### src/rtl/tlb_pkg.sv
package tlb_pkg;
  localparam int PH_W = 16;
  typedef logic [PH_W-1:0] ang_t;

  localparam logic [PH_W:0] QTR_X  = (PH_W+1)'(1) << (PH_W-2);
  localparam logic [PH_W:0] HALF_X = (PH_W+1)'(1) << (PH_W-1);
  localparam logic [PH_W:0] FULL_X = (PH_W+1)'(1) << PH_W;
  localparam ang_t QTR_A  = ang_t'(QTR_X);
  localparam ang_t NQTR_A = ang_t'(FULL_X - QTR_X);

  typedef enum logic [1:0] {LV_BOT = 2'd0, LV_MID = 2'd1, LV_TOP = 2'd2} lvl_e;

  typedef struct packed {
    ang_t a_in1;
    ang_t a_in2;
    ang_t a_out1;
    ang_t a_out2;
  } side_ang_t;

  // limit an angle to a quarter turn
  function automatic ang_t sat_qtr(input logic [PH_W:0] v);
    return (v > QTR_X) ? QTR_A : v[PH_W-1:0];
  endfunction

  // raise the second angle to first+gap, then limit
  function automatic ang_t widen_second(input ang_t first, input ang_t second, input ang_t gap);
    logic [PH_W:0] floor_v;
    logic [PH_W:0] s;
    floor_v = {1'b0, first} + {1'b0, gap};
    s = {1'b0, second};
    if (s < floor_v) s = floor_v;
    return sat_qtr(s);
  endfunction

  // saturate a signed shift to +/- a quarter turn
  function automatic ang_t clamp_phi(input ang_t p);
    logic signed [PH_W-1:0] s;
    s = signed'(p);
    if (s > signed'(QTR_A)) return QTR_A;
    if (s < signed'(NQTR_A)) return NQTR_A;
    return p;
  endfunction

  // requested level of one leg at phase th
  function automatic lvl_e leg_level(input ang_t th, input ang_t a, input ang_t o, input logic lead);
    logic [PH_W:0] t;
    logic pos, neg;
    t = {1'b0, th};
    pos = (t >= {1'b0, a}) && (t < HALF_X - {1'b0, o});
    neg = (t >= HALF_X + {1'b0, o}) && (t < FULL_X - {1'b0, a});
    if (pos) return lead ? LV_TOP : LV_BOT;
    if (neg) return lead ? LV_BOT : LV_TOP;
    return LV_MID;
  endfunction

  function automatic logic [2:0] lvl_onehot(input lvl_e l);
    case (l)
      LV_TOP:  return 3'b100;
      LV_BOT:  return 3'b001;
      default: return 3'b010;
    endcase
  endfunction
endpackage

### src/rtl/tlb_phase.sv
module tlb_phase
  import tlb_pkg::*;
(
  input  logic clk,
  input  logic rst_n,
  input  logic en,
  input  ang_t step,
  output ang_t phase,
  output logic wrap
);
  logic [PH_W:0] sum;

  assign sum  = {1'b0, phase} + {1'b0, step};
  assign wrap = en & sum[PH_W];

  always_ff @(posedge clk or negedge rst_n) begin
    if (!rst_n)   phase <= '0;
    else if (!en) phase <= '0;
    else          phase <= sum[PH_W-1:0];
  end
endmodule

### src/rtl/tlb_angle_bank.sv
module tlb_angle_bank
  import tlb_pkg::*;
(
  input  logic      clk,
  input  logic      rst_n,
  input  logic      load,
  input  side_ang_t raw,
  input  ang_t      gap,
  output side_ang_t eff
);
  side_ang_t cand;

  always_comb begin
    cand.a_in1  = sat_qtr({1'b0, raw.a_in1});
    cand.a_out1 = sat_qtr({1'b0, raw.a_out1});
    cand.a_in2  = widen_second(cand.a_in1, raw.a_in2, gap);
    cand.a_out2 = widen_second(cand.a_out1, raw.a_out2, gap);
  end

  always_ff @(posedge clk or negedge rst_n) begin
    if (!rst_n)    eff <= '0;
    else if (load) eff <= cand;
  end
endmodule

### src/rtl/tlb_leg_drv.sv
module tlb_leg_drv
  import tlb_pkg::*;
#(
  parameter int DT_W = 8
) (
  input  logic            clk,
  input  logic            rst_n,
  input  lvl_e            want,
  input  logic [DT_W-1:0] dead,
  output logic [2:0]      drive
);
  lvl_e            held;
  logic            blank;
  logic [DT_W-1:0] cnt;

  always_ff @(posedge clk or negedge rst_n) begin
    if (!rst_n) begin
      held  <= LV_MID;
      blank <= 1'b0;
      cnt   <= '0;
    end else if (blank) begin
      if (cnt == '0) begin
        held  <= want;
        blank <= 1'b0;
      end else begin
        cnt <= cnt - 1'b1;
      end
    end else if (want != held) begin
      blank <= 1'b1;
      cnt   <= dead;
    end
  end

  assign drive = blank ? 3'b000 : lvl_onehot(held);
endmodule

### src/rtl/tlb_switch_gen.sv
module tlb_switch_gen
  import tlb_pkg::*;
#(
  parameter int DT_W = 8
) (
  input  logic                clk,
  input  logic                rst_n,
  input  logic                en,
  input  logic [PH_W-1:0]     step,
  input  logic [PH_W-1:0]     a_in1,
  input  logic [PH_W-1:0]     a_in2,
  input  logic [PH_W-1:0]     a_out1,
  input  logic [PH_W-1:0]     a_out2,
  input  logic [PH_W-1:0]     b_in1,
  input  logic [PH_W-1:0]     b_in2,
  input  logic [PH_W-1:0]     b_out1,
  input  logic [PH_W-1:0]     b_out2,
  input  logic [PH_W-1:0]     phi,
  input  logic [PH_W-1:0]     gap,
  input  logic [DT_W-1:0]     dead,
  output logic [PH_W-1:0]     phase,
  output logic [2:0]          a_leg1,
  output logic [2:0]          a_leg2,
  output logic [2:0]          b_leg1,
  output logic [2:0]          b_leg2
);
  localparam int N_SIDE = 2;
  localparam int N_LEG  = 2 * N_SIDE;

  logic      wrap;
  logic      load;
  ang_t      phi_eff;
  ang_t      theta [N_SIDE];
  side_ang_t raw   [N_SIDE];
  side_ang_t eff   [N_SIDE];
  lvl_e      want  [N_LEG];
  logic [2:0] drv  [N_LEG];

  tlb_phase u_phase (
    .clk   (clk),
    .rst_n (rst_n),
    .en    (en),
    .step  (step),
    .phase (phase),
    .wrap  (wrap)
  );

  assign load   = wrap | ~en;
  assign raw[0] = {a_in1, a_in2, a_out1, a_out2};
  assign raw[1] = {b_in1, b_in2, b_out1, b_out2};

  for (genvar s = 0; s < N_SIDE; s++) begin : g_side
    tlb_angle_bank u_bank (
      .clk   (clk),
      .rst_n (rst_n),
      .load  (load),
      .raw   (raw[s]),
      .gap   (gap),
      .eff   (eff[s])
    );
  end

  always_ff @(posedge clk or negedge rst_n) begin
    if (!rst_n)    phi_eff <= '0;
    else if (load) phi_eff <= clamp_phi(phi);
  end

  assign theta[0] = phase;
  assign theta[1] = phase - phi_eff;

  for (genvar k = 0; k < N_LEG; k++) begin : g_leg
    localparam int S = k / 2;
    lvl_e lv;
    if ((k % 2) == 0) begin : g_first
      assign lv = leg_level(theta[S], eff[S].a_in1, eff[S].a_out1, 1'b1);
    end else begin : g_second
      assign lv = leg_level(theta[S], eff[S].a_in2, eff[S].a_out2, 1'b0);
    end
    assign want[k] = en ? lv : LV_MID;

    tlb_leg_drv #(.DT_W(DT_W)) u_leg (
      .clk   (clk),
      .rst_n (rst_n),
      .want  (want[k]),
      .dead  (dead),
      .drive (drv[k])
    );
  end

  assign a_leg1 = drv[0];
  assign a_leg2 = drv[1];
  assign b_leg1 = drv[2];
  assign b_leg2 = drv[3];
endmodule

### config.mk
export PLATFORM = sky130hd
export DESIGN_NAME = tlb_switch_gen
export DESIGN_NICKNAME = d
export VERILOG_FILES = /design/src/rtl/tlb_pkg.sv /design/src/rtl/tlb_phase.sv /design/src/rtl/tlb_angle_bank.sv /design/src/rtl/tlb_leg_drv.sv /design/src/rtl/tlb_switch_gen.sv
export SDC_FILE = /design/constraint.sdc
export NUM_CORES = 1
export LEC_CHECK = 0
export BUFFER_PORTS_ARGS = -buffer_cell sky130_fd_sc_hd__buf_4
export CAP_MARGIN = 10
export CORE_AREA = 2 2 219 221
export DETAILED_ROUTE_END_ITERATION = 10
export DIE_AREA = 0 0 221 223
export PLACE_DENSITY_LB_ADDON = 0.3
export SYNTH_ARGS = -nofsm -noshare
export SYNTH_HDL_FRONTEND = slang
export SYNTH_SLANG_ARGS = --single-unit
### constraint.sdc
create_clock -name clk -period 14.75 [get_ports clk]
set_clock_uncertainty 0.2 [all_clocks]
set_input_delay 0.7375 -clock clk [delete_from_list [all_inputs] [get_ports clk]]
set_output_delay 0.7375 -clock clk [all_outputs]
set_load 0.1 [all_outputs]
== Word-level counts from Yosys, hierarchy flattened ==
Index checks and enable logic that the tools add are counted.

* Input port bits: 187
* Output and inout port bits: 28
* Register bits: 204
* Word-level logic and storage cells: 203

* Bitwise operators: 3
* Add/sub/neg operators: 22
* Equal/unequal tests: 12
* Muxes and demuxes: 86
* Reduce and logical (&&, ||, !) cells: 28
* $lt $le $gt $ge: 30

{| class="wikitable"
|+ Operator list
! kind !! count
|-
| $mux W16 || 13
|-
| $lt A16 B17 Y1 || 12
|-
| $mux W8 || 12
|-
| $add A16 B16 Y17 || 5
|-
| $add A16 B16 Y17 const A || 4
|-
| $ge A16 B17 Y1 || 4
|-
| $gt A17 B15 Y1 const B || 4
|-
| $mux W17 || 4
|-
| $sub A16 B16 Y17 const A || 4
|-
| $sub A17 B16 Y17 const A || 4
|-
| $ge A16 B16 Y1 || 4
|-
| $gt A16 B15 Y1 const B || 4
|-
| $mux W2 || 20
|-
| $logic_not A8 Y1 || 4
|-
| $sub A8 B1 Y8 const B || 4
|-
| $mux W1 || 29
|-
| $pmux W3 S2 || 4
|-
| $gt A16 B16 Y1 const B || 1
|-
| $lt A16 B15 Y1 const B || 1
|-
| $reduce_and A2 Y1 || 8
|-
| $sub A16 B16 Y16 || 1
|-
| $mux W3 || 4
|-
| $eq A2 B2 Y1 const B || 4
|-
| $logic_and A1 B1 Y1 || 8
|-
| 7 further kinds || 19
|}

== Longest topological paths before layout ==
Gate-level depths: netlist of run 1.

* Depth after elaboration: 11
* Mapped depth: 25
* Depth with buffers taken out: 25

== By module ==
Synthesis of run 1 repeated with hierarchy kept, for this count alone.

* Cell total of the unflattened synthesis: 2789
* Area total of the unflattened synthesis: 24375.9 µm²

{| class="wikitable"
|+ By module, submodules not included
! module !! instances !! sequential area each (µm²) !! area each (µm²) !! cells each
|-
| tlb_angle_bank || 2 || 1601.5 || 5449.0 || 567
|-
| tlb_switch_gen || 1 || 400.4 || 9303.9 || 1221
|-
| tlb_leg_drv || 4 || 276.5 || 720.7 || 73
|-
| tlb_phase || 1 || 400.4 || 1291.2 || 142
|}

== Least setup slack after synthesis of run 1 ==
Ideal clock, no wire load.

* Path kind: reg-to-reg
* From: reg u_phase.phase[1]
* To: reg g_leg[2].u_leg.cnt[1]
* Data arrival time: 5.739 ns
* Buffers on the path: 0
* Clock period less this slack: 6.025 ns
* Stages on the path, launching flop included: 22
* Setup slack: 8.725 ns
* Cell sequence: dfrtp_1 ha_1 nor2b_1 o21ai_0 a21boi_0 o21ai_0 a21oi_1 a41o_1 o41ai_1 o2111ai_1 a21oi_1 xnor2_1 ha_1 nor3_1 nand4_1 nor3_1 a41oi_1 a221oi_1 mux2_2 mux2i_1 and3_1 nor3_1

* Cells in the longest elaborated chain, start to end: 11
* Elaborated cells on any way between the ends: 17
* Those cells by class: add/sub (1); order compare (4); eq/ne (1); mux (7); reduce/logical (4)

{| class="wikitable"
|+ Ends and longest elaborated chain
! element !! line !! text
|-
| from (decl) || tlb_phase.sv:8 || <nowiki>output ang_t phase,</nowiki>
|-
| from (signal assigned) || tlb_phase.sv:19 || <nowiki>else phase <= sum[PH_W-1:0];</nowiki>
|-
| $sub A16 B16 Y16 (*) || tlb_switch_gen.sv:69 || <nowiki>assign theta[1] = phase - phi_eff;</nowiki>
|-
| $ge A16 B17 Y1 or $lt A16 B17 Y1 (tied branches) || tlb_pkg.sv:50 || <nowiki>neg = (t >= HALF_X + {1'b0, o}) && (t < FULL_X - {1'b0, a});</nowiki>
|-
| $logic_and A1 B1 Y1 || tlb_pkg.sv:50 ||
|-
| $mux W1 (2 in series) || tlb_pkg.sv:52 || <nowiki>if (neg) return lead ? LV_BOT : LV_TOP;</nowiki>
|-
| $mux W2 || tlb_pkg.sv:53 || <nowiki>return LV_MID;</nowiki>
|-
| $mux W2 (*) || tlb_pkg.sv:52 ||
|-
| $mux W2 (*) || tlb_switch_gen.sv:79 || <nowiki>assign want[k] = en ? lv : LV_MID;</nowiki>
|-
| $ne A2 B2 Y1 (*) || tlb_leg_drv.sv:28 || <nowiki>end else if (want != held) begin</nowiki>
|-
| $reduce_bool A2 Y1 (no source line) (*) || n/a ||
|-
| $reduce_and A2 Y1 (no source line) (*) || n/a ||
|-
| to (signal assigned) || tlb_leg_drv.sv:26 || <nowiki>cnt <= cnt - 1'b1;</nowiki>
|-
| to (decl) || tlb_leg_drv.sv:14 || <nowiki>logic [DT_W-1:0] cnt;</nowiki>
|}

Mark *: on every way between the ends. The rest lies on a longest branch, timed or not. The select of a mux whose other input is x is not followed.
A chain may end at the register's enable or synchronous reset.

== Final worst setup path of run 1 ==
* From: reg u_phase.phase[0]
* To: reg g_leg[3].u_leg.cnt[5]

* Cells in the longest elaborated chain, start to end: 11
* Elaborated cells on any way between the ends: 17
* Those cells by class: add/sub (1); order compare (4); eq/ne (1); mux (7); reduce/logical (4)

{| class="wikitable"
|+ Ends and longest elaborated chain
! element !! line
|-
| $sub A16 B16 Y16 (*) || tlb_switch_gen.sv:69
|-
| $ge A16 B17 Y1 or $lt A16 B17 Y1 (tied branches) || tlb_pkg.sv:50
|-
| $logic_and A1 B1 Y1 || tlb_pkg.sv:50
|-
| $mux W1 (2 in series) || tlb_pkg.sv:52
|-
| $mux W2 || tlb_pkg.sv:53
|-
| $mux W2 (*) || tlb_pkg.sv:52
|-
| $mux W2 (*) || tlb_switch_gen.sv:79
|-
| $ne A2 B2 Y1 (*) || tlb_leg_drv.sv:28
|-
| $reduce_bool A2 Y1 (no source line) (*) || n/a
|-
| $reduce_and A2 Y1 (no source line) (*) || n/a
|-
| to (signal assigned) || tlb_leg_drv.sv:26
|-
| to (decl) || tlb_leg_drv.sv:14
|}

Marked as above.

==> results of run 1 <==
state kept, by name (all words and copies together), names as in the netlist:
name	count
g_side.u_bank.eff	128
g_leg.u_leg.cnt	32
phi_eff	16
u_phase.phase	16
g_leg.u_leg.held	8
g_leg.u_leg.blank	4
report_power, final:
group / switching, uW / leakage, uW / internal (uW)
registers: 231 / 0.00259 / 713
clock network: 248 / 0.000388 / 365
logic: 2560 / 0.00985 / 1830
logic make-up (layout without fill, tap and decap cells):
group                    Yosys count  count (layout)  share of synthesized area
other                              1               4                  0.0001620
AO/OA/AOI/OAI                    713             713                     0.2057
AND/OR/NAND/NOR                  906             906                     0.1941
buffers and inverters            314             540                    0.05113
flip-flops                       204             204                     0.2207
multiplexers                      51              51                    0.02232
adder cells (fa/ha/maj)          425             425                     0.2317
XOR/XNOR                         196             196                    0.07416
worst paths after layout:
| check | start | to | cells after the start |
|---|---|---|---|
| max | u_phase.phase[0] | g_leg[3].u_leg.cnt[5] | 26 |
| max reg2reg | u_phase.phase[0] | g_leg[3].u_leg.cnt[5] | 26 |
| min | rst_n | u_phase.phase[13] | 1 |
| max in group asynchronous | rst_n | g_leg[1].u_leg.cnt[1] | 2 |
| min reg2reg | phi_eff[0] | phi_eff[0] | 2 |
| min in group clk | phi[15] | phi_eff[15] | 3 |
per-layer routing:
| layer | vias up | GRT usage |
|---|---|---|
| met5 | - | 0 |
| met3 | 141 | 0.03003 |
| li1 | 10658 | - |
| met1 | 10522 | 0.4217 |
| met4 | 2 | 0.1009 |
| met2 | 861 | 0.4537 |
metrics by stage:
| step | power, uW | cell area, um2 | util |
|---|---|---|---|
| floorplan | 3985 | 23160 | - |
| global placement | 5039 | 25570 | 0.5423 |
| detailed placement | 5256 | 25570 | 0.5423 |
| CTS | 5903 | 26370 | 0.5594 |
| global route | 6523 | 26370 | 0.5594 |
| finish | 5943 | 26370 | 0.5594 |
cells in the mapped netlist (8+ instances only):
cell type	number
or4_1	14
nand4_1	44
o22ai_1	18
dfrtp_1	200
a31oi_1	22
nor2b_1	55
nand3_1	99
inv_1	250
ha_1	419
nand2_1	231
nor2_1	182
xor2_1	34
clkbuf_1	55
o21a_1	25
nor4_1	53
xnor2_1	162
o211a_1	30
or3_1	14
a211oi_1	26
o2111ai_1	8
and2_1	41
a21oi_1	173
nand2b_1	27
or2_2	8
o31ai_1	17
o21bai_1	15
and3_1	12
a22o_1	16
o211ai_1	14
nor3_1	96
a21o_1	77
o21ai_0	166
o221ai_1	12
mux2i_1	46
cells in the final DEF (no fill, tap or decap), drive strengths merged, types with 18 or more instances in the layout:
| cell type | count |
|---|---|
| ha | 419 |
| inv | 250 |
| buf | 245 |
| nand2 | 231 |
| dfrtp | 200 |
| nor2 | 182 |
| a21oi | 173 |
| o21ai | 170 |
| xnor2 | 162 |
| nand3 | 99 |
| nor3 | 96 |
| a21o | 77 |
| nor2b | 55 |
| nor4 | 53 |
| mux2i | 46 |
| nand4 | 44 |
| and2 | 42 |
| clkbuf | 36 |
| xor2 | 34 |
| o211a | 30 |
| nand2b | 28 |
| a211oi | 26 |
| o21a | 25 |
| a31oi | 22 |
| o22ai | 18 |
cell type report:
cell class / count / area (um2) / share of cell area
well taps: 615 / 769.5 / 0.02918
clock buffers: 35 / 703.2 / 0.02666
multi-input cells: 2295 / 16900 / 0.6407
repair buffers: 246 / 1853 / 0.07026
flip-flops and latches: 204 / 5110 / 0.1938
inverters: 250 / 938.4 / 0.03558
clock inverters: 9 / 102.6 / 0.003890
worst max-delay path: cells and delay by family, from the launching register on:
family	cells	cell delay, ns
AO/OA/AOI/OAI	15	3.03
XOR/XNOR	1	0.16
adder cells (fa/ha/maj)	3	0.96
buffers and inverters	3	0.63
flip-flops	1	0.40
multiplexers	1	0.25
AND/OR/NAND/NOR	3	0.98
==> impl_metrics.env, run 1 <==
export IMPL_endpoint_kind="register"
export IMPL_maxSlewViolCount=0
export IMPL_wl_um=73470
export IMPL_io_buffers=214
export IMPL_cp_required_ns=14.97
export IMPL_grt_pass1_vias=21346
export IMPL_dr_wl_met2_um=31900
export IMPL_fin_crit_ns=6.677
export IMPL_cp_common_cell="a21oi_1"
export IMPL_cts_resized=0
export IMPL_grt_pass1_wl_um=116300
export IMPL_syn2layout_area_growth_pct=13.93
export IMPL_p_leak_uw=0.01283
export IMPL_worstHoldPathType="input port to asynchronous set/reset pin"
export IMPL_drc=0
export IMPL_insertion_delay_ns=0.54
export IMPL_dr_pass1_iters=6
export IMPL_n_fill_cell=4352
export IMPL_yosysSeqAreaShare=0.2207
export IMPL_drt_iter0_markers=1884
export IMPL_hold_viol_final=0
export IMPL_nets=3633
export IMPL_htreeDepth=1
export IMPL_grt_max_degree=96
export IMPL_grt_setup_unrepaired="false"
export IMPL_post_drt_wl_per_cell_um=20.11
export IMPL_max_stage_delay_ns=0.68
export IMPL_irDropWorstVdd_v=0.0001469
export IMPL_met3WireLength_um=5163
export IMPL_ys_flop_type="dfrtp_1"
export IMPL_place_gp_congestion=0.9763
export IMPL_diodes=0
export IMPL_post_cts_buffers=0
export IMPL_cp_slowest_cell="or4b_2"
export IMPL_track_usage=0.2920
export IMPL_finalWorstSetupSlack_ns=8.073
export IMPL_syn_area_um2=23150
export IMPL_die_h_um=223
export IMPL_grt_overflow=0
export IMPL_wl_met1_um=33930
export IMPL_syn_avg_cell_area_um2=8.238
export IMPL_antenna_found_initial=1
export IMPL_critical_path_class="register to register"
export IMPL_ios=215
export IMPL_rrSetupSlack_ns=8.07
export IMPL_routed_via_density=6.071
export IMPL_place_ws_ns=7.680
export IMPL_async_reset_ff_frac=1.000
export IMPL_ant_nets=0
export IMPL_ys_types=83
export IMPL_drive_gt1_frac=0.1096
export IMPL_clockBufferDepth=3
export IMPL_cp_arrival_ns=6.90
export IMPL_synth_edf_count=0
export IMPL_rows=80
export IMPL_place_inst=3610
export IMPL_synth_seq_cells=204
export IMPL_max_freq_mhz=149.8
export IMPL_power_density_nw_per_um2=225.3
export IMPL_cts_root_buf="clkbuf_16"
export IMPL_die_x_um=221
export IMPL_tightest_slew_ns=1.049
export IMPL_highest_layer="met5"
export IMPL_syn_inst=2810
export IMPL_cts_buffers=24
export IMPL_finalNonFillerCells=3654
export IMPL_holdWs_ns=0.04350
export IMPL_dp_hpwl_um=58360
export IMPL_die_area_um2=49280
export IMPL_crit_path_start_kind="register"
export IMPL_cts_hold_buf=0
export IMPL_vias=22184
export IMPL_core_um2=47150
export IMPL_cts_sinks=204
export IMPL_clkTransAtPathRegs_ns=0.06
export IMPL_ys_warn_count=0
export IMPL_max_cap_viol_count=0
export IMPL_relSlewSlack=0.2942
export IMPL_synth_top_cell_area_share=0.2265
export IMPL_start_util=0.4910
export IMPL_worst_path_max_fanout=9
export IMPL_yosys_area_top_type="ha_1"
export IMPL_setup_violations=0
export IMPL_post_route_period_util=0.4527
export IMPL_synth_area_top_cells="ha_1 (23%), dfrtp_1 (22%), xnor2_1 (6.1%)"
export IMPL_fin_setup_tns_ns=0
export IMPL_status="completed"
export IMPL_cts_tree="built"
Note: power is estimated with default switching activity, not from simulation.
==> run 2, diff against run 1 <==
Clock period 14.75 ns to 5.6 ns, I/O delays scaled along.
==> run 2 against run 1 <==
Net effect:
- first-iteration DRC count up 9.9%
- non-clock buffer count rose by 159
- combinational power grew to 2.8 times the previous value
- clock-buffer cell count is the same
- global-route usage up 0.87 points
- sequential share of layout area is 1.3 points lower
- critical path type is now input port to register
- critical endpoint is now g_side[1].u_bank.eff[1]
==> impl_metrics.env, run 2 (same netlist as run 1, synthesis figures left out) <==
export IMPL_status="completed"
export IMPL_rows=80
export IMPL_relSlewSlack=0.2811
export IMPL_maxSlewViolCount=0
export IMPL_cts_tree="built"
export IMPL_top_register="g_side.u_bank.eff"
export IMPL_grt_overflow=0
export IMPL_power_density_nw_per_um2=584.9
export IMPL_p_leak_uw=0.01367
export IMPL_r2r_start="u_phase.phase[0]"
export IMPL_diodes=0
export IMPL_groute_layer_met2_usage=0.4786
export IMPL_globalRouteMet3Util=0.02858
export IMPL_largest_registers="g_side.u_bank.eff (128), g_leg.u_leg.cnt (32)"
export IMPL_stdcell_area_um2=28330
export IMPL_max_freq_mhz=180.9
export IMPL_ant_nets=0
export IMPL_clkTransAtPathRegs_ns=0.06
export IMPL_start_util=0.4910
export IMPL_die_x_um=221
export IMPL_htreeDepth=1
export IMPL_r2r_end="g_leg[2].u_leg.cnt[6]"
export IMPL_largest_register_ffs=128
export IMPL_layout_commonest_cell="ha_1"
export IMPL_track_usage=0.3007
export IMPL_endpoint_kind="register"
export IMPL_rrSetupSlack_ns=0.13
export IMPL_irDropWorstVdd_v=0.0004024
export IMPL_hold_viol_final=0
export IMPL_nets=3793
export IMPL_n_fill_cell=4111
export IMPL_multi_input_area_um2=17310
export IMPL_syn2layout_area_growth_pct=22.39
export IMPL_cp_arrival_ns=5.81
export IMPL_worstPathCellList="dlygate4sd3_1 > buf_4 > nor4_1 > a41oi_1 > buf_4 > nor2b_2 > ha_1 > a21oi_1 > o211ai_1 > a31o_2 > a21oi_2 > xnor2_1 > inv_1 > ha_1 > a21o_1 > a21o_1 > a211oi_1 > o21bai_1 > a221oi_2 > nor2b_1 > or4_1 > buf_4 > a21oi_1 > a22o_1"
export IMPL_die_area_um2=49280
export IMPL_layout_common_cells="ha_1 (415), buf_4 (305), inv_1 (248)"
export IMPL_cts_root_buf="clkbuf_16"
export IMPL_wl_um=77450
export IMPL_critical_path_class="input port to register"
export IMPL_cp_slowest_cell="dlygate4sd3_1"
export IMPL_cp_top_family="compound AO/OA/AOI/OAI gates"
export IMPL_finalNonFillerCells=3814
export IMPL_post_drt_wl_per_cell_um=20.31
export IMPL_die_h_um=223
export IMPL_finalWorstSetupSlack_ns=0.07251
export IMPL_dp_hpwl_um=60330
export IMPL_cts_sinks=204
export IMPL_setup_violations=0
export IMPL_io_buffers=214
export IMPL_drt_iter0_markers=2071
export IMPL_tightest_slew_ns=1.069
export IMPL_crit_path_start_kind="input port"
export IMPL_fin_crit_ns=5.527
export IMPL_core_um2=47150
export IMPL_ios=215
export IMPL_vias=23076
export IMPL_antenna_found_initial=0
export IMPL_routed_via_density=6.050
export IMPL_use_met1=0.4311
export IMPL_post_route_period_util=0.9871
export IMPL_finalPower_uw=16570
export IMPL_grt_pass1_wl_um=119700
export IMPL_insertion_delay_ns=0.55
export IMPL_max_stage_delay_ns=0.56
export IMPL_reg2reg_depth=26
export IMPL_min_path_cells=4
export IMPL_cp_num_buf_inv=5
export IMPL_clockBufferDepth=3
export IMPL_grt_max_degree=104
export IMPL_ff_latch_area_um2=5120
export IMPL_holdWs_ns=0.009824
export IMPL_place_ws_ns=-0.4413
export IMPL_max_cap_viol_count=0
export IMPL_drive_gt1_frac=0.1479
export IMPL_grt_pass1_vias=22223
export IMPL_worst_path_max_fanout=12
export IMPL_min_to="g_side[1].u_bank.eff[0]"
export IMPL_top_usage_layer="met2"
export IMPL_place_gp_congestion=0.9925
export IMPL_worstHoldPathType="input port to register"
export IMPL_cts_buffers=24
export IMPL_cp_required_ns=5.88
export IMPL_place_inst=3659
export IMPL_place_area_um2=26020
export IMPL_dr_pass1_iters=6
export IMPL_worstHoldStart="b_out2[0]"
export IMPL_cp_common_cell="buf_4"
export IMPL_drc=0
[run 2: stage by stage]
stage,setup TNS [ns],util
3_5_place_dp,-9.276,0.5518
3_3_place_gp,-4.403,0.5518
5_1_grt,-1.830,0.6009
2_1_floorplan,0,-
4_1_cts,0,0.5902
6_report,0,0.6009
[run 2: final cells by class]
class | count | share of cell area
clock buffers | 35 | 0.02588
clock inverters | 9 | 0.003842
inverters | 250 | 0.03321
multi-input cells | 2296 | 0.6111
flip-flops and latches | 204 | 0.1807
well taps | 615 | 0.02716
repair buffers | 405 | 0.1181
[run 2: how the worst max path moves through the flow]
| stage | startpoint | to | cells after the start |
|---|---|---|---|
| floorplan | u_phase.phase[0] | g_leg[3].u_leg.cnt[6] | 24 |
| global placement | u_phase.phase[0] | g_leg[3].u_leg.cnt[6] | 22 |
| detailed placement | u_phase.phase[0] | g_leg[3].u_leg.cnt[6] | 22 |
| CTS | u_phase.phase[0] | g_leg[3].u_leg.cnt[6] | 22 |
| global route | u_phase.phase[0] | g_leg[2].u_leg.cnt[6] | 26 |
| finish | b_out1[6] | g_side[1].u_bank.eff[1] | 24 |
[run 2: tightest hold or removal path, delay by kind of cell]
kind,cells,cell delay (ns)
AOI/OAI and AO/OA,2,0.28
and+or+nand+nor,1,0.06
buffers and inverters,1,0.10
[run 2: power breakdown]
group / leakage (uW) / switching [uW] / internal [uW] / total, uW
Combinational: 0.0107 / 7200 / 5320 / 12500
Sequential: 0.00259 / 497 / 1880 / 2380
Clock: 0.000415 / 667 / 1000 / 1670
Total: 0.0137 / 8360 / 8210 / 16600
[run 2: what timing repair did]
action	4_1_cts	5_1_grt
pin swaps	0	42
hold buffers	93	0
endpoints found under the setup margin	19	79
buffers inserted	0	17
hold endpoints to repair	216	0
gates resized for setup	6	80
cloned	0	1
[run 2: layer usage]
metal,vias to the layer above,wire length (um)
met5,-,0
met4,0,2299
met3,141,5528
met2,885,34380
met1,11087,35240
li1,10963,-
